## src/rtl/kbd_rx_pkg.sv

```systemverilog
package kbd_rx_pkg;

  typedef enum logic [1:0] {
    ST_IDLE  = 2'd0,
    ST_SHIFT = 2'd1,
    ST_FULL  = 2'd2
  } rx_state_e;

  localparam int unsigned DATA_BITS = 8;

  // 1 when data plus parity carry an even count of ones (odd parity broken)
  function automatic logic parity_bad(input logic [DATA_BITS-1:0] d, input logic p);
    return ~(^d ^ p);
  endfunction

  // least significant bit arrives first: new bit enters at the top
  function automatic logic [DATA_BITS-1:0] shift_in(input logic [DATA_BITS-1:0] s,
                                                     input logic b);
    return {b, s[DATA_BITS-1:1]};
  endfunction

endpackage

```

## src/rtl/kbd_line_sync.sv

```systemverilog
module kbd_line_sync #(
  parameter int unsigned SYNC_STAGES = 2,
  parameter int unsigned FILTER_LEN  = 4
) (
  input  logic clk,
  input  logic rst_n,
  input  logic clk_line_i,
  input  logic dat_line_i,
  output logic fall_o,
  output logic dat_o
);
  localparam int unsigned CW = $clog2(FILTER_LEN + 1);

  logic [SYNC_STAGES-1:0] clk_pipe, dat_pipe;
  logic                   clk_s;
  logic                   lvl_q;
  logic [CW-1:0]          run_q;
  logic                   settle;

  genvar g;
  generate
    for (g = 0; g < SYNC_STAGES; g++) begin : g_sync
      always_ff @(posedge clk or negedge rst_n) begin
        if (!rst_n) begin
          clk_pipe[g] <= 1'b1;
          dat_pipe[g] <= 1'b1;
        end else if (g == 0) begin
          clk_pipe[g] <= clk_line_i;
          dat_pipe[g] <= dat_line_i;
        end else begin
          clk_pipe[g] <= clk_pipe[g-1];
          dat_pipe[g] <= dat_pipe[g-1];
        end
      end
    end
  endgenerate

  assign clk_s  = clk_pipe[SYNC_STAGES-1];
  assign dat_o  = dat_pipe[SYNC_STAGES-1];
  assign settle = (clk_s != lvl_q) && (run_q == CW'(FILTER_LEN - 1));
  assign fall_o = settle && lvl_q;

  always_ff @(posedge clk or negedge rst_n) begin
    if (!rst_n) begin
      lvl_q <= 1'b1;
      run_q <= '0;
    end else if (clk_s == lvl_q) begin
      run_q <= '0;
    end else if (settle) begin
      lvl_q <= clk_s;
      run_q <= '0;
    end else begin
      run_q <= run_q + 1'b1;
    end
  end


  fall_sees_low_chk: assert property (@(posedge clk) disable iff (!rst_n)
    fall_o |-> !clk_s);


  level_follows_fall_chk: assert property (@(posedge clk) disable iff (!rst_n)
    fall_o |=> !lvl_q);

endmodule

```

## src/rtl/kbd_frame_fsm.sv

```systemverilog
module kbd_frame_fsm
  import kbd_rx_pkg::*;
#(
  parameter int unsigned TIMEOUT_CYC = 100000
) (
  input  logic                 clk,
  input  logic                 rst_n,
  input  logic                 fall_i,
  input  logic                 dat_i,
  input  logic                 inhibit_i,
  input  logic                 ready_i,
  output logic                 valid_o,
  output logic [DATA_BITS-1:0] byte_o,
  output logic                 par_err_o,
  output logic                 tmo_o
);
  localparam int unsigned TW = $clog2(TIMEOUT_CYC + 1);

  rx_state_e            state_q;
  logic [3:0]           bit_q;
  logic [TW-1:0]        timer_q;
  logic [DATA_BITS-1:0] sh_q;
  logic                 par_q;
  logic                 stall;

  assign stall   = (timer_q == TW'(TIMEOUT_CYC - 1));
  assign valid_o = (state_q == ST_FULL);

  always_ff @(posedge clk or negedge rst_n) begin
    if (!rst_n) begin
      state_q   <= ST_IDLE;
      bit_q     <= '0;
      timer_q   <= '0;
      sh_q      <= '0;
      par_q     <= 1'b0;
      byte_o    <= '0;
      par_err_o <= 1'b0;
      tmo_o     <= 1'b0;
    end else begin
      case (state_q)
        ST_IDLE: begin
          if (fall_i && !inhibit_i && !dat_i) begin
            state_q <= ST_SHIFT;
            bit_q   <= '0;
            timer_q <= '0;
          end
        end
        ST_SHIFT: begin
          if (inhibit_i) begin
            state_q <= ST_IDLE;
          end else if (fall_i) begin
            timer_q <= '0;
            bit_q   <= bit_q + 1'b1;
            if (bit_q < 4'(DATA_BITS)) begin
              sh_q <= shift_in(sh_q, dat_i);
            end else if (bit_q == 4'(DATA_BITS)) begin
              par_q <= dat_i;
            end else if (dat_i) begin
              state_q   <= ST_FULL;
              byte_o    <= sh_q;
              par_err_o <= parity_bad(sh_q, par_q);
              tmo_o     <= 1'b0;
            end else begin
              state_q <= ST_IDLE;
            end
          end else if (stall) begin
            state_q   <= ST_FULL;
            byte_o    <= '0;
            par_err_o <= 1'b0;
            tmo_o     <= 1'b1;
          end else begin
            timer_q <= timer_q + 1'b1;
          end
        end
        ST_FULL: begin
          if (ready_i) state_q <= ST_IDLE;
        end
        default: state_q <= ST_IDLE;
      endcase
    end
  end


  hold_stable_chk: assert property (@(posedge clk) disable iff (!rst_n)
    (valid_o && !ready_i) |=> (valid_o && $stable(byte_o) && $stable(par_err_o) && $stable(tmo_o)));


  flags_exclusive_chk: assert property (@(posedge clk) disable iff (!rst_n)
    valid_o |-> !(par_err_o && tmo_o));


  tmo_from_shift_chk: assert property (@(posedge clk) disable iff (!rst_n)
    ($rose(valid_o) && tmo_o) |-> ($past(state_q) == ST_SHIFT && byte_o == '0));


  inhibit_abort_chk: assert property (@(posedge clk) disable iff (!rst_n)
    (state_q == ST_SHIFT && inhibit_i) |=> !valid_o);


  release_chk: assert property (@(posedge clk) disable iff (!rst_n)
    (valid_o && ready_i) |=> !valid_o);

endmodule

```

## src/rtl/kbd_frame_rx.sv

```systemverilog
module kbd_frame_rx #(
  parameter int unsigned SYNC_STAGES = 2,
  parameter int unsigned FILTER_LEN  = 4,
  parameter int unsigned TIMEOUT_CYC = 100000
) (
  input  logic       clk,
  input  logic       rst_n,
  input  logic       kbd_clk_i,
  input  logic       kbd_dat_i,
  input  logic       inhibit_i,
  output logic       kbd_clk_oe_o,
  output logic       rx_valid_o,
  input  logic       rx_ready_i,
  output logic [7:0] rx_byte_o,
  output logic       rx_par_err_o,
  output logic       rx_tmo_o
);
  logic bit_fall;
  logic bit_dat;

  kbd_line_sync #(
    .SYNC_STAGES (SYNC_STAGES),
    .FILTER_LEN  (FILTER_LEN)
  ) sync_i (
    .clk        (clk),
    .rst_n      (rst_n),
    .clk_line_i (kbd_clk_i),
    .dat_line_i (kbd_dat_i),
    .fall_o     (bit_fall),
    .dat_o      (bit_dat)
  );

  kbd_frame_fsm #(
    .TIMEOUT_CYC (TIMEOUT_CYC)
  ) fsm_i (
    .clk       (clk),
    .rst_n     (rst_n),
    .fall_i    (bit_fall),
    .dat_i     (bit_dat),
    .inhibit_i (inhibit_i),
    .ready_i   (rx_ready_i),
    .valid_o   (rx_valid_o),
    .byte_o    (rx_byte_o),
    .par_err_o (rx_par_err_o),
    .tmo_o     (rx_tmo_o)
  );

  assign kbd_clk_oe_o = inhibit_i | rx_valid_o;


  pending_holds_clock_chk: assert property (@(posedge clk) disable iff (!rst_n)
    rx_valid_o |-> kbd_clk_oe_o);


  inhibit_drives_clock_chk: assert property (@(posedge clk) disable iff (!rst_n)
    inhibit_i |-> kbd_clk_oe_o);

endmodule

```

## config.mk

```make
export PLATFORM = sky130hd
export DESIGN_NAME = kbd_frame_rx
export DESIGN_NICKNAME = d
export VERILOG_FILES = /design/src/rtl/kbd_rx_pkg.sv /design/src/rtl/kbd_line_sync.sv /design/src/rtl/kbd_frame_fsm.sv /design/src/rtl/kbd_frame_rx.sv
export SDC_FILE = /design/constraint.sdc
export NUM_CORES = 1
export LEC_CHECK = 0
export ABC_AREA = 1
export BUFFER_PORTS_ARGS = -buffer_cell sky130_fd_sc_hd__buf_4
export CAP_MARGIN = 20
export CORE_MARGIN = 2
export CORE_UTILIZATION = 35
export DETAILED_ROUTE_END_ITERATION = 6
export MAX_ROUTING_LAYER = met4
export SETUP_SLACK_MARGIN = 0.15
export SLEW_MARGIN = 25
export SYNTH_ARGS = -nofsm -noshare
export SYNTH_HDL_FRONTEND = slang
export SYNTH_HIERARCHICAL = 1
export SYNTH_SLANG_ARGS = --single-unit
```

## constraint.sdc

```tcl
create_clock -name clk -period 1.9 [get_ports clk]
set_input_delay 0.38 -clock clk [delete_from_list [all_inputs] [get_ports clk]]
set_output_delay 0.38 -clock clk [all_outputs]
set_load 0.02 [all_outputs]
```

==> After elaboration in Yosys (flattened, before gate mapping) <==
Cells that the tools add are included.
{ "op_classes": {"addsub": 3, "n_lt_le_gt_ge": 1, "n_eq_ne": 18, "mux": 35, "n_bitwise": 6, "n_reduce_logical": 17} }
{ "ops": {"columns": ["cell", "n"], "rows": [
  ["17-bit 2-to-1 mux", 4],
  ["8-bit 2-to-1 mux", 5],
  ["17-bit one-hot mux with 2 select lines", 1],
  ["17-bit by 1-bit adder with 17-bit output, second input constant", 1],
  ["17-bit == test, second input constant", 1],
  ["2-bit 2-to-1 mux", 8],
  ["4-bit 2-to-1 mux", 3],
  ["4-bit AND reduction", 3],
  ["1-bit 2-to-1 mux", 10],
  ["5-bit AND reduction", 2],
  ["2-bit inequality test, second input constant", 4],
  ["4-bit inequality test, second input constant", 2],
  ["4-bit one-hot mux with 2 select lines", 1],
  ["8-bit parity", 1],
  ["3-bit 2-to-1 mux", 2],
  ["2-bit by 1-bit inequality test with 1-bit output, second input constant", 3],
  ["2-bit one-hot mux with 3 select lines", 1],
  ["6-bit AND reduction", 1],
  ["4-bit by 1-bit adder with 4-bit output, second input constant", 1],
  ["4-bit == test, second input constant", 1],
  ["1-bit logical AND", 4],
  ["4-bit less-than comparator, second input constant", 1],
  ["4-bit by 2-bit inequality test with 1-bit output, second input constant", 1],
  ["1-bit NOT", 4],
  ["other kinds (13)", 15]
]} }
{ "totals": {"register_bits": 50, "inputBits": 6, "output_inout_bits": 12} }

==> Logic depth before layout (Yosys ltp) <==
Gate-level depths: netlist of the first run.
{ "depth": {"depth_word": 7, "ltp_mapped": 13, "mapped_depth_nobuf": 12} }

==> By module <==
Netlist of the first run, hierarchy kept.
{ "by_module_without_submodules": {"columns": ["module", "instances", "cells_per_inst", "area_each_um2", "seq_area_each_um2"], "rows": [
  ["kbd_frame_fsm", 1, 321, 2442.3, 1051.0],
  ["kbd_line_sync", 1, 24, 284.0, 206.4],
  ["kbd_frame_rx", 1, 3, 11.3, 0.0]
]} }

==> Worst setup path after synthesis of the first run <==
Ideal clock, no wire load.
{ "synth_timing": {"path_kind": "register -> register", "startpoint": "register sync_i.lvl_q", "endpoint": "register fsm_i.byte_o[0]", "t_arrival_ns": 1.675, "slack_ns": 0.108, "stages_incl_launch_ff": 13, "n_path_buf": 1, "synth_period_minus_slack_ns": 1.792, "cell_sequence": "dfstp_2 > nand2_1 > nor2_1 > inv_2 > nor2_4 > nand2_1 > nand2_1 > nand2_1 > nor2_1 > nand3_1 > buf_2 > nand2_1 > nand2_1"} }
{ "synth_between": {"elab_chain_cells": 5} }
{ "synth_rtl": {"columns": ["element", "line", "rtl"], "rows": [
  ["from (decl)", "kbd_line_sync.sv:16", "logic lvl_q;"],
  ["from (signal assigned)", "kbd_line_sync.sv:50", "lvl_q <= clk_s;"],
  ["1-bit inequality test", "kbd_line_sync.sv:40", "assign settle = (clk_s != lvl_q) && (run_q == CW'(FILTER_LEN - 1));"],
  ["1-bit logical AND", "kbd_line_sync.sv:40", null],
  ["1-bit logical AND *", "kbd_line_sync.sv:41", "assign fall_o = settle && lvl_q;"],
  ["via bit_fall", "kbd_frame_rx.sv:18", "logic bit_fall;"],
  ["2-bit inequality test (no source line) / 2-bit nonzero test (equally long branches)", null, null],
  ["6-bit AND reduction (no source line)", null, null],
  ["to (signal assigned)", "kbd_frame_fsm.sv:60", "byte_o <= sh_q;"],
  ["to (decl)", "kbd_frame_fsm.sv:13", "output logic [DATA_BITS-1:0] byte_o,"]
]} }
Mark *: on every way through the listed nets, which the timed path passes. The rest lies on a longest branch.
A chain may end at the register's enable or synchronous reset.

==> Worst setup path after layout of the first run <==
{ "layout_timing": {"startpoint": "register sync_i.clk_pipe[1] (netlist: sync_i/clk_s)", "endpoint": "register fsm_i.timer_q[11]"} }
{ "layout_between": {"elab_chain_cells": 7} }
{ "layout_rtl": {"columns": ["element", "line", "rtl"], "rows": [
  ["from (decl)", "kbd_line_sync.sv:14", "logic [SYNC_STAGES-1:0] clk_pipe, dat_pipe;"],
  ["from (signal, indexed assignment)", "kbd_line_sync.sv:28", "clk_pipe[g] <= clk_line_i;"],
  ["from (signal, indexed assignment)", "kbd_line_sync.sv:31", "clk_pipe[g] <= clk_pipe[g-1];"],
  ["1-bit inequality test *", "kbd_line_sync.sv:40", null],
  ["1-bit logical AND *", "kbd_line_sync.sv:40", null],
  ["1-bit logical AND *", "kbd_line_sync.sv:41", null],
  ["via bit_fall", "kbd_frame_rx.sv:18", null],
  ["1-bit logical AND (2 in a row)", "kbd_frame_fsm.sv:42", "if (fall_i && !inhibit_i && !dat_i) begin"],
  ["2-bit by 1-bit inequality test with 1-bit output (no source line)", null, null],
  ["4-bit AND reduction (no source line)", null, null],
  ["to (signal assigned)", "kbd_frame_fsm.sv:72", "timer_q <= timer_q + 1'b1;"],
  ["to (decl)", "kbd_frame_fsm.sv:21", "logic [TW-1:0] timer_q;"]
]} }
Mark *: on every way through the listed nets, which the timed path passes. The rest lies on a longest branch. The select of a mux whose other input is x is not followed.

==> results.sh, run 1 <==
export IMPL_syn2layout_area_growth_pct=24.7
export IMPL_viasPerCell=4.72
export IMPL_grt_overflow=0
export IMPL_grt_max_degree=51
export IMPL_avgSynthCellArea_um2=7.87
export IMPL_crit_path_end_kind="flip-flop"
export IMPL_synth_seq_area_share_pct=45.9
export IMPL_syn_inst=348
export IMPL_grt_pass1_vias=2149
export IMPL_die_height_um=92.4
export IMPL_final_common_cell="nand2_1"
export IMPL_power_uw=2730
export IMPL_routed_wl_um=6060
export IMPL_numPortBuffers=17
export IMPL_initial_core_util_pct=35.8
export IMPL_status="finished clean"
export IMPL_wire_per_inst_um=12.5
export IMPL_postCtsHoldBufs=0
export IMPL_fin_nets=394
export IMPL_track_usage_pct=14.2
export IMPL_setup_viol=0
export IMPL_drt_iter0_drc=85
export IMPL_clock_root_buffer="clkbuf_8"
export IMPL_clock_sinks=50
export IMPL_fin_cells=487
export IMPL_rsz0062_at_grt="yes"
export IMPL_cp_max_fo=5
export IMPL_peakVddDrop_v=0.000403
export IMPL_p_per_area_nw_per_um2=801
export IMPL_antenna_found_initial=0
export IMPL_coreArea_um2=7650
export IMPL_start_kind="flip-flop"
export IMPL_multi_input_area_um2=1440
export IMPL_cts_made_buffers=5
export IMPL_clk_pin_slew_ns=0.11
export IMPL_ant_nets=0
export IMPL_num_vias=2298
export IMPL_syn_num_nets=358
export IMPL_most_common_layout_cells="nand2_1, dfrtp_1, inv_1, nor2_1, buf_4"
export IMPL_tightestPinTransition_ns=0.637
export IMPL_dp_cells=470
export IMPL_grt_pass1_wl_um=9490
export IMPL_synth_distinct_cells=35
export IMPL_synth_edf_count=0
export IMPL_clk_path_buf_depth=2
export IMPL_first_pass_iters=4
export IMPL_cp_data_arrival_time_ns=2.01
export IMPL_final_layout_size_suffix_gt1_share_pct=28.3
export IMPL_drc=0
export IMPL_critical_path_required_ns=2.15
export IMPL_seq_area_um2=1260
export IMPL_dieArea_um2=8550
export IMPL_tns_ns=0
export IMPL_async_flop_share_pct=100
export IMPL_gp_congestion=0.855
export IMPL_slew_violations=0
export IMPL_syn_area_um2=2740
export IMPL_hold_violations=0
export IMPL_die_width_um=92.4
export IMPL_fmax_ghz=0.569
export IMPL_min_period_ns=1.76
export IMPL_synthFlopType="dfrtp_1"
export IMPL_yosysWarnings=6
export IMPL_crit_type="flip-flop to flip-flop"
export IMPL_dp_hpwl_um=3970
export IMPL_clk_latency_ns=0.31
export IMPL_min_period_over_period_pct=92.6
export IMPL_num_rows=32
export IMPL_cts_tree="yes"
export IMPL_fin_skew_ns=0.00952
export IMPL_p_leak_uw=0.00159
export IMPL_synth_seq_cells=50
export IMPL_io_pins=18
export IMPL_htree_levels=2
export IMPL_fillCellCount=755
export IMPL_hold_class="input port to async pin"
export IMPL_max_slew_margin_rel_pct=57.6
export IMPL_cap_viol_max_count=0
export IMPL_n_antenna_cell=0
==> area by class of cell <==
type | count | share of cell area [%]
timing repair buffer | 35 | 10.0
sequential | 50 | 36.8
inverter | 39 | 4.36
multi-input combinational | 253 | 42.2
clock buffer | 5 | 2.02
tap | 102 | 3.74
clock inverter | 3 | 0.843
==> where the power goes <==
part	total, µW	switching [µW]	internal, µW
combinational	769	456	313
clock	674	401	274
sequential	1290	108	1180
==> kinds of logic after synthesis <==
family / Yosys count / share of synthesized area, %
muxes: 1 / 0.548
xor gates and xnor gates: 11 / 3.52
and+or+nand+nor: 205 / 33.1
DFF: 50 / 45.9
buffers and inverters: 45 / 7.54
adders and majority gates: 4 / 1.83
AOI/OAI and AO/OA: 32 / 7.54
==> worst max-delay path, stage by stage (launching register included) <==
cell       delay [ns]
dfstp_2          0.56
inv_2            0.04
nand2_2          0.07
nor2_4           0.04
buf_4            0.13
buf_6            0.11
nor2_4           0.08
inv_2            0.05
o21ai_4          0.27
clkbuf_16        0.22
nand2_1          0.05
o21ai_1          0.07
==> path summary, 6_finish.rpt <==
| path | startpoint | to | slack [ns] | cells past startpoint |
|---|---|---|---|---|
| max in group asynchronous | rst_n | fsm_i/timer_q[1] | 1.39 | 1 |
| setup / recovery | sync_i/clk_s | fsm_i/timer_q[11] | 0.14 | 11 |
| min in group clk | kbd_clk_i | sync_i/clk_pipe[0] | 0.16 | 1 |
| hold / removal | rst_n | fsm_i/timer_q[14] | 0.07 | 1 |
| hold reg to reg | sync_i/dat_pipe[0] | sync_i/dat_o | 0.36 | 0 |
| setup reg to reg | sync_i/clk_s | fsm_i/timer_q[11] | 0.14 | 11 |
==> Yosys cell counts, types with 4 or more instances <==
library cell,instances,area share [%]
dfrtp_1,45,41
dfstp_2,5,4.8
ha_1,4,1.8
inv_1,35,4.8
nand2_1,115,16
nand3_1,28,5.1
nand4_1,10,2.3
nor2_1,36,4.9
nor2_4,4,1.6
o21ai_0,9,1.6
o21ai_1,9,1.6
o21ai_2,7,2.2
xnor2_1,5,1.6
xor2_1,6,1.9
==> metal layers <==
metal / global-route usage (%) / vias to the layer above / share of wire (%)
li1: - / 1173 / -
met1: 18.3 / 1081 / 46
met2: 23.0 / 36 / 49
met3: 2.69 / 8 / 3.0
met4: 3.73 / 0 / 1.4
met5: - / - / 0
==> per-stage QoR <==
step                hold slack (ns)  setup slack (ns)  cell area, µm²  util, %
floorplan                    0.0844             0.186            2740        -
global placement              0.346             0.201            3030     39.6
detailed placement            0.347             0.138            3030     39.6
CTS                          0.0937             0.164            3140     41.0
global route                  0.116            0.0397            3410     44.6
finish                       0.0715             0.141            3410     44.6
==> state kept, by name, summed over array words and instances (netlist names) <==
name and flops:
sync_i/dat_pipe 1, sync_i/clk_pipe 1, fsm_i/par_q 1, sync_i/lvl_q 1, fsm_i/par_err_o 1, fsm_i/bit_q 4, fsm_i/timer_q 17, fsm_i/byte_o 8
sync_i/clk_s 1, sync_i/dat_o 1, fsm_i/sh_q 8, fsm_i/state_q 2, fsm_i/tmo_o 1, sync_i/run_q 3
==> repair_timing <==
| action | 4_1_cts | 5_1_grt |
|---|---|---|
| buffers inserted | 0 | 5 |
| endpoints found under the hold margin | 0 | 0 |
| gates resized for setup | 3 | 50 |
| setup endpoints to repair | 10 | 34 |
| gates cloned | 0 | 4 |
| pin swaps | 1 | 12 |
Power figures use the tool's default switching activity.
==> run 2, diff against run 1 <==
CELL_PAD_IN_SITES_DETAIL_PLACEMENT = 1   (was not set)
CELL_PAD_IN_SITES_GLOBAL_PLACEMENT = 1   (was not set)
PLACE_DENSITY_LB_ADDON = 0.1   (was not set)
clock period = 1.4 ns   (was 1.9 ns; I/O delays follow)
==> run 2 against run 1 <==
Effect of this change:
- the flow now finishes with violations (setup timing)
- sequential share of layout area shrank 5.3 points
- critical path depth up 1
- first-iteration DRC count is 42% lower
- power up 58%
- utilization grew 7.4 points
- critical endpoint is now fsm_i/timer_q[7]
==> results.sh, run 2 (synthesized netlist as in run 1, its figures left out) <==
export IMPL_hold_violations=0
export IMPL_htree_levels=2
export IMPL_gp_congestion=0.840
export IMPL_grt_pass1_vias=2750
export IMPL_swShare_pct=33.7
export IMPL_tightestPinTransition_ns=0.411
export IMPL_crit_type="flip-flop to flip-flop"
export IMPL_final_common_cell="nand2_1"
export IMPL_clk_pin_slew_ns=0.10
export IMPL_worstHoldPathCells=1
export IMPL_first_pass_iters=4
export IMPL_viasPerCell=4.77
export IMPL_hold_end="sync_i/dat_pipe[0]"
export IMPL_fin_ws_ns=-0.394
export IMPL_num_rows=32
export IMPL_dieArea_um2=8550
export IMPL_place_ws_ns=-0.403
export IMPL_routed_wl_um=8260
export IMPL_slew_violations=0
export IMPL_die_height_um=92.4
export IMPL_cts_tree="yes"
export IMPL_start_kind="flip-flop"
export IMPL_syn2layout_area_growth_pct=45.5
export IMPL_timing_rr_start="sync_i/run_q[0]"
export IMPL_num_vias=2590
export IMPL_largest_reg_flops=17
export IMPL_crit_start="sync_i/run_q[0]"
export IMPL_ant_nets=0
export IMPL_initial_core_util_pct=35.8
export IMPL_most_common_layout_cells="nand2_1, buf_4, dfrtp_1, nand2_2, inv_1"
export IMPL_rr_endpoint="fsm_i/timer_q[7]"
export IMPL_fmax_ghz=0.558
export IMPL_finalInstanceArea_um2=3980
export IMPL_p_leak_uw=0.00190
export IMPL_grt_pass1_wl_um=13500
export IMPL_antenna_found_initial=0
export IMPL_multi_input_area_um2=1530
export IMPL_clock_sinks=50
export IMPL_cp_data_arrival_time_ns=1.99
export IMPL_cts_made_buffers=5
export IMPL_grt_max_degree=23
export IMPL_rsz0062_at_grt="yes"
export IMPL_rrSetupSlack_ns=-0.39
export IMPL_drc=0
export IMPL_reg2regPathDepth=12
export IMPL_violations="setup timing"
export IMPL_min_period_ns=1.79
export IMPL_internal_power_uw=2860
export IMPL_use_met2_pct=36.5
export IMPL_p_per_area_nw_per_um2=1080
export IMPL_io_pins=18
export IMPL_largest_registers="fsm_i/timer_q (17), fsm_i/byte_o (8), fsm_i/sh_q (8)"
export IMPL_die_width_um=92.4
export IMPL_clk_path_buf_depth=2
export IMPL_setup_viol=44
export IMPL_min_period_over_period_pct=128
export IMPL_power_switching_uw=1450
export IMPL_dpl_cell_area_um2=3430
export IMPL_cp_max_fo=13
export IMPL_hold_class="input port to flip-flop"
export IMPL_numPortBuffers=17
export IMPL_drt_iter0_drc=49
export IMPL_regMostFlops="fsm_i/timer_q"
export IMPL_use_met1_pct=24.9
export IMPL_cap_viol_max_count=0
export IMPL_track_usage_pct=20.6
export IMPL_clock_root_buffer="clkbuf_8"
export IMPL_fin_skew_ns=0.0123
export IMPL_grt_overflow=0
export IMPL_status="finished with violations"
export IMPL_seq_area_um2=1260
export IMPL_fillCellCount=926
export IMPL_clk_latency_ns=0.31
export IMPL_seq_power_share_pct=39.7
export IMPL_final_layout_size_suffix_gt1_share_pct=43.5
export IMPL_coreArea_um2=7650
export IMPL_dp_hpwl_um=5680
export IMPL_critical_path_required_ns=1.59
export IMPL_fin_nets=450
export IMPL_crit_path_end_kind="flip-flop"
export IMPL_fin_util_pct=52.1
export IMPL_clkPwrFrac_pct=24.0
export IMPL_max_slew_margin_rel_pct=72.6
export IMPL_wire_per_inst_um=15.2
export IMPL_peakVddDrop_v=0.000631
export IMPL_worstHoldStart="kbd_dat_i"
export IMPL_grt_busiest_layer="met2"
export IMPL_n_antenna_cell=0
export IMPL_combPwrFrac_pct=36.3
export IMPL_use_met3_pct=2.69
## run 2: cell count changes in the layout (fill, tap and decap cells not counted), sizes merged
cell,change
clkbuf,-1
buf,+57
bufinv,+1
dlygate4sd3,+1
clkinv,-1
inv,-1
## run 2: worst max-delay path by stage
stage,end,slack (ns),cells past startpoint
2_1_floorplan,fsm_i/byte_o[0],-0.23,13
3_3_place_gp,fsm_i/par_err_o,-0.32,11
3_5_place_dp,fsm_i/byte_o[7],-0.40,11
4_1_cts,fsm_i/byte_o[7],-0.32,13
5_1_grt,fsm_i/byte_o[3],-0.50,13
6_report,fsm_i/timer_q[7],-0.39,12
## run 2: power by group through the flow
stage / clock, µW / sequential (µW) / combinational [µW]
floorplan: 0 / 1750 / 603
global placement: 0 / 1720 / 1160
detailed placement: 0 / 1720 / 1200
CTS: 1080 / 1700 / 1440
global route: 1130 / 1730 / 1720
finish: 1030 / 1710 / 1570
## run 2: timing repair
action | in CTS | in global routing
hold buffers | 1 | 0
pin swaps | 9 | 13
resized for setup | 48 | 46
setup endpoints to repair | 44 | 44
buffers inserted | 11 | 5
gates cloned | 1 | 0
hold endpoints to repair | 17 | 0
## run 2: worst max-delay path: stages (launching register included)
cell,delay (ns)
dfrtp_1,0.41
ha_4,0.17
nand2_4,0.06
nor2_4,0.12
inv_2,0.07
nor2_4,0.14
nand3_2,0.12
nand2_4,0.12
buf_6,0.12
o21ai_4,0.07
buf_12,0.16
nand2_2,0.06
o21ai_1,0.06
## run 2: through the flow
stage	TNS, ns	hold WS [ns]	power [µW]	cells
floorplan	-6.12	-0.0156	2350	348
global placement	-10.93	0.187	2880	517
detailed placement	-13.33	0.186	2930	517
CTS	-10.46	0.0543	4210	538
global route	-18.15	0.0491	4570	543
finish	-13.92	0.0629	4310	543
## run 2: cell type report
class | instances | area share, %
multi-input cells | 253 | 38.4
flip-flops and latches | 50 | 31.6
repair buffers | 91 | 20.1
inverters | 39 | 3.93
well taps | 102 | 3.20
clock buffers | 6 | 1.82
clock inverters | 2 | 0.974
## run 2: routing by layer
| layer | share of wire, % | vias to the layer above | wire [µm] |
|---|---|---|---|
| li1 | - | 1277 | - |
| met1 | 42 | 1276 | 3470 |
| met2 | 54 | 27 | 4490 |
| met3 | 2.4 | 10 | 200 |
| met4 | 1.3 | 0 | 106 |
| met5 | 0 | - | 0 |
==> run 3, diff against run 2 <==
SYNTH_HIERARCHICAL = not set   (was 1)
==> run 3 against run 2 <==
Effect of this change:
- via count is 9.0% higher
- sequential share of layout area is 0.35 points higher
- clock skew is 0.0012 ns lower
- first-iteration DRC count is 18% higher
- hold slack better by 0.0097 ns
- die area is 5.5% higher
- the run still ends with setup timing left
- cell count is 6.1% higher
- combinational power is 65% lower
- global-route usage is 0.60 points higher
- register-to-register slack better by 0.16 ns
- fmax is 9.7% higher
- design area is 0.91% lower
- critical endpoint is now fsm_i.timer_q[9]
==> results.sh, run 3 <==
export IMPL_combPwrFrac_pct=17.6
export IMPL_p_per_area_nw_per_um2=784
export IMPL_final_layout_size_suffix_gt1_share_pct=32.3
export IMPL_min_period_ns=1.64
export IMPL_routed_wl_um=8300
export IMPL_cap_viol_max_count=0
export IMPL_synth_area_top_cells="dfrtp_1, nand2_1, nor2_1"
export IMPL_synth_seq_area_share_pct=43.4
export IMPL_seq_power_share_pct=52.3
export IMPL_crit_path_frequent_cell="nand2_2"
export IMPL_drt_iter0_drc=58
export IMPL_syn_inst=385
export IMPL_synth_distinct_cells=31
export IMPL_clkPwrFrac_pct=30.1
export IMPL_most_common_layout_cells="nand2_1, buf_4, dfrtp_1, nor2_1, inv_1"
export IMPL_clock_sinks=50
export IMPL_num_rows=33
export IMPL_yosysMostFrequentCell="nand2_1"
export IMPL_cp_data_arrival_time_ns=1.84
export IMPL_htree_levels=2
export IMPL_hold_class="input port to flip-flop"
export IMPL_synth_top_cell_by_area="dfrtp_1"
export IMPL_max_slew_margin_rel_pct=77.3
export IMPL_status="finished with violations"
export IMPL_slew_violations=0
export IMPL_drc=0
export IMPL_largest_reg_flops=17
export IMPL_synth_common_cells="nand2_1, nor2_1, dfrtp_1, inv_1, o21ai_0"
export IMPL_yosysWarnings=0
export IMPL_n_antenna_cell=0
export IMPL_worstHoldStart="kbd_dat_i"
export IMPL_syn_num_nets=395
export IMPL_p_leak_uw=0.00184
export IMPL_finalInstanceArea_um2=3950
export IMPL_antenna_found_initial=0
export IMPL_min_period_over_period_pct=117
export IMPL_gp_congestion=0.809
export IMPL_path_buf_inv=1
export IMPL_crit_start="sync_i.lvl_q"
export IMPL_cpPeakStageDelay_ns=0.56
export IMPL_worstHoldPathCells=1
export IMPL_coreArea_um2=8130
export IMPL_crit_type="flip-flop to flip-flop"
export IMPL_grt_max_degree=33
export IMPL_final_common_cell="nand2_1"
export IMPL_cp_max_fo=6
export IMPL_ant_nets=0
export IMPL_timing_rr_start="sync_i.lvl_q"
export IMPL_avgSynthCellArea_um2=7.52
export IMPL_swShare_pct=28.7
export IMPL_fin_skew_ns=0.0111
export IMPL_regMostFlops="fsm_i.timer_q"
export IMPL_netlist_area_leader_share_pct=38.9
export IMPL_rsz0062_at_grt="yes"
export IMPL_crit_path_end_kind="flip-flop"
export IMPL_initial_core_util_pct=35.6
export IMPL_grt_pass1_wl_um=14400
export IMPL_fin_ws_ns=-0.235
export IMPL_clk_path_buf_depth=2
export IMPL_reg2regPathDepth=8
export IMPL_first_pass_iters=4
export IMPL_cp_top_family="simple AND/OR/NAND/NOR gates"
export IMPL_die_height_um=95.0
export IMPL_dp_hpwl_um=6150
export IMPL_internal_power_uw=2210
export IMPL_peakVddDrop_v=0.000477
export IMPL_largest_registers="fsm_i.timer_q (17), fsm_i.byte_o (8), fsm_i.sh_q (8)"
export IMPL_numPortBuffers=17
export IMPL_syn_area_um2=2900
export IMPL_critPathSlowestCell="dfstp_2"
export IMPL_syn2layout_area_growth_pct=36.2
export IMPL_path_depth=8
export IMPL_grt_overflow=0
export IMPL_cts_tree="yes"
export IMPL_track_usage_pct=21.2
export IMPL_fin_nets=480
export IMPL_grt_pass1_vias=2906
export IMPL_num_vias=2822
export IMPL_cts_made_buffers=5
export IMPL_start_kind="flip-flop"
export IMPL_critical_path_required_ns=1.60
export IMPL_violations="setup timing"
export IMPL_die_width_um=95.0
export IMPL_place_ws_ns=-0.363
export IMPL_tightestPinTransition_ns=0.340
export IMPL_synthFlopType="dfrtp_1"
export IMPL_hold_violations=0
export IMPL_path_cells="nand2_2 > nor2_4 > nand3_2 > nand2_2 > nand3_4 > buf_4 > o21ai_0 > nand2_1"
export IMPL_fin_util_pct=48.5
export IMPL_io_pins=18
export IMPL_async_flop_share_pct=100
export IMPL_clk_pin_slew_ns=0.10
export IMPL_clk_latency_ns=0.31
export IMPL_viasPerCell=4.90
export IMPL_setup_viol=43
export IMPL_dpl_cell_area_um2=3610
export IMPL_synth_edf_count=0
export IMPL_fmax_ghz=0.612
export IMPL_clock_root_buffer="clkbuf_8"
export IMPL_synth_seq_cells=50
export IMPL_dieArea_um2=9020
export IMPL_wire_per_inst_um=14.4
export IMPL_power_switching_uw=888
run 3: cell count changes after synthesis, moves of 6 or more:
cell,previous run,this run
nand2_2,1,15
o21ai_2,7,0
o21ai_0,9,30
nor2_1,36,46
nor3_1,2,9
o21bai_1,1,8
nand4_1,10,4
run 3: cell families (layout without fill, tap and decap cells):
logic type / after synthesis / in the layout / share of synthesized area (%)
buffers and inverters: 49 / 133 / 7.56
DFF: 50 / 50 / 43.4
and+or+nand+nor: 224 / 226 / 35.7
AOI/OAI and AO/OA: 52 / 52 / 9.81
adders and majority gates: 4 / 4 / 1.73
xor gates and xnor gates: 6 / 6 / 1.81
run 3: what timing repair did:
| item | in CTS | in global routing |
|---|---|---|
| buffers inserted | 2 | 6 |
| hold buffers | 1 | 0 |
| cloned | 2 | 0 |
| setup endpoints to repair | 44 | 44 |
| endpoints found under the hold margin | 18 | 0 |
| resized for setup | 21 | 20 |
| pin swaps | 5 | 4 |
run 3: power groups by stage:
stage / clock network [µW] / registers (µW) / logic [µW]
after floorplan: 0 / 1620 / 260
after detailed placement: 0 / 1630 / 513
after global routing: 1020 / 1630 / 606
after CTS: 978 / 1610 / 541
after global placement: 0 / 1630 / 491
final: 932 / 1620 / 543
run 3: worst register-to-register path, delay by kind of cell (launching register included):
| kind | cells | cell delay (ns) |
|---|---|---|
| AND/OR/NAND/NOR | 6 | 0.65 |
| flip-flops | 1 | 0.56 |
| buffers and inverters | 1 | 0.18 |
| AO/OA/AOI/OAI | 1 | 0.14 |
run 3: path summary, 6_finish.rpt:
kind	slack (ns)	endpoint
worst max-delay path	-0.24	fsm_i.timer_q[9]
worst min-delay path	0.07	sync_i.dat_pipe[0]
worst max register to register	-0.24	fsm_i.timer_q[9]
worst min register to register	0.36	sync_i.dat_o
max in group asynchronous	0.46	sync_i.dat_o
min in group asynchronous	0.40	fsm_i.timer_q[11]
run 3: layer usage:
layer,vias up,GRT usage (%),routed length [µm]
met3,7,2.87,173
met2,30,34.0,3970
li1,1408,-,-
met5,-,-,0
met1,1377,28.8,4080
met4,0,4.71,83
run 3: final cells by class:
cell class / count / area [µm²]
clock inverters: 2 / 16.3
flip-flops and latches: 50 / 1260
multi-input cells: 288 / 1620
well taps: 105 / 131
clock buffers: 6 / 82.6
fillers: 1024 / 4190
inverters: 41 / 154
repair buffers: 84 / 681
run 3: metrics by stage:
stage	setup TNS (ns)	std cells	hold WS, ns	total power, µW
6_report	-7.22	576	0.0726	3090
5_1_grt	-12.24	576	0.0553	3260
4_1_cts	-8.88	570	0.0544	3130
3_5_place_dp	-12.37	557	0.197	2150
3_3_place_gp	-9.28	557	0.193	2120
2_1_floorplan	-1.40	385	-0.0156	1890
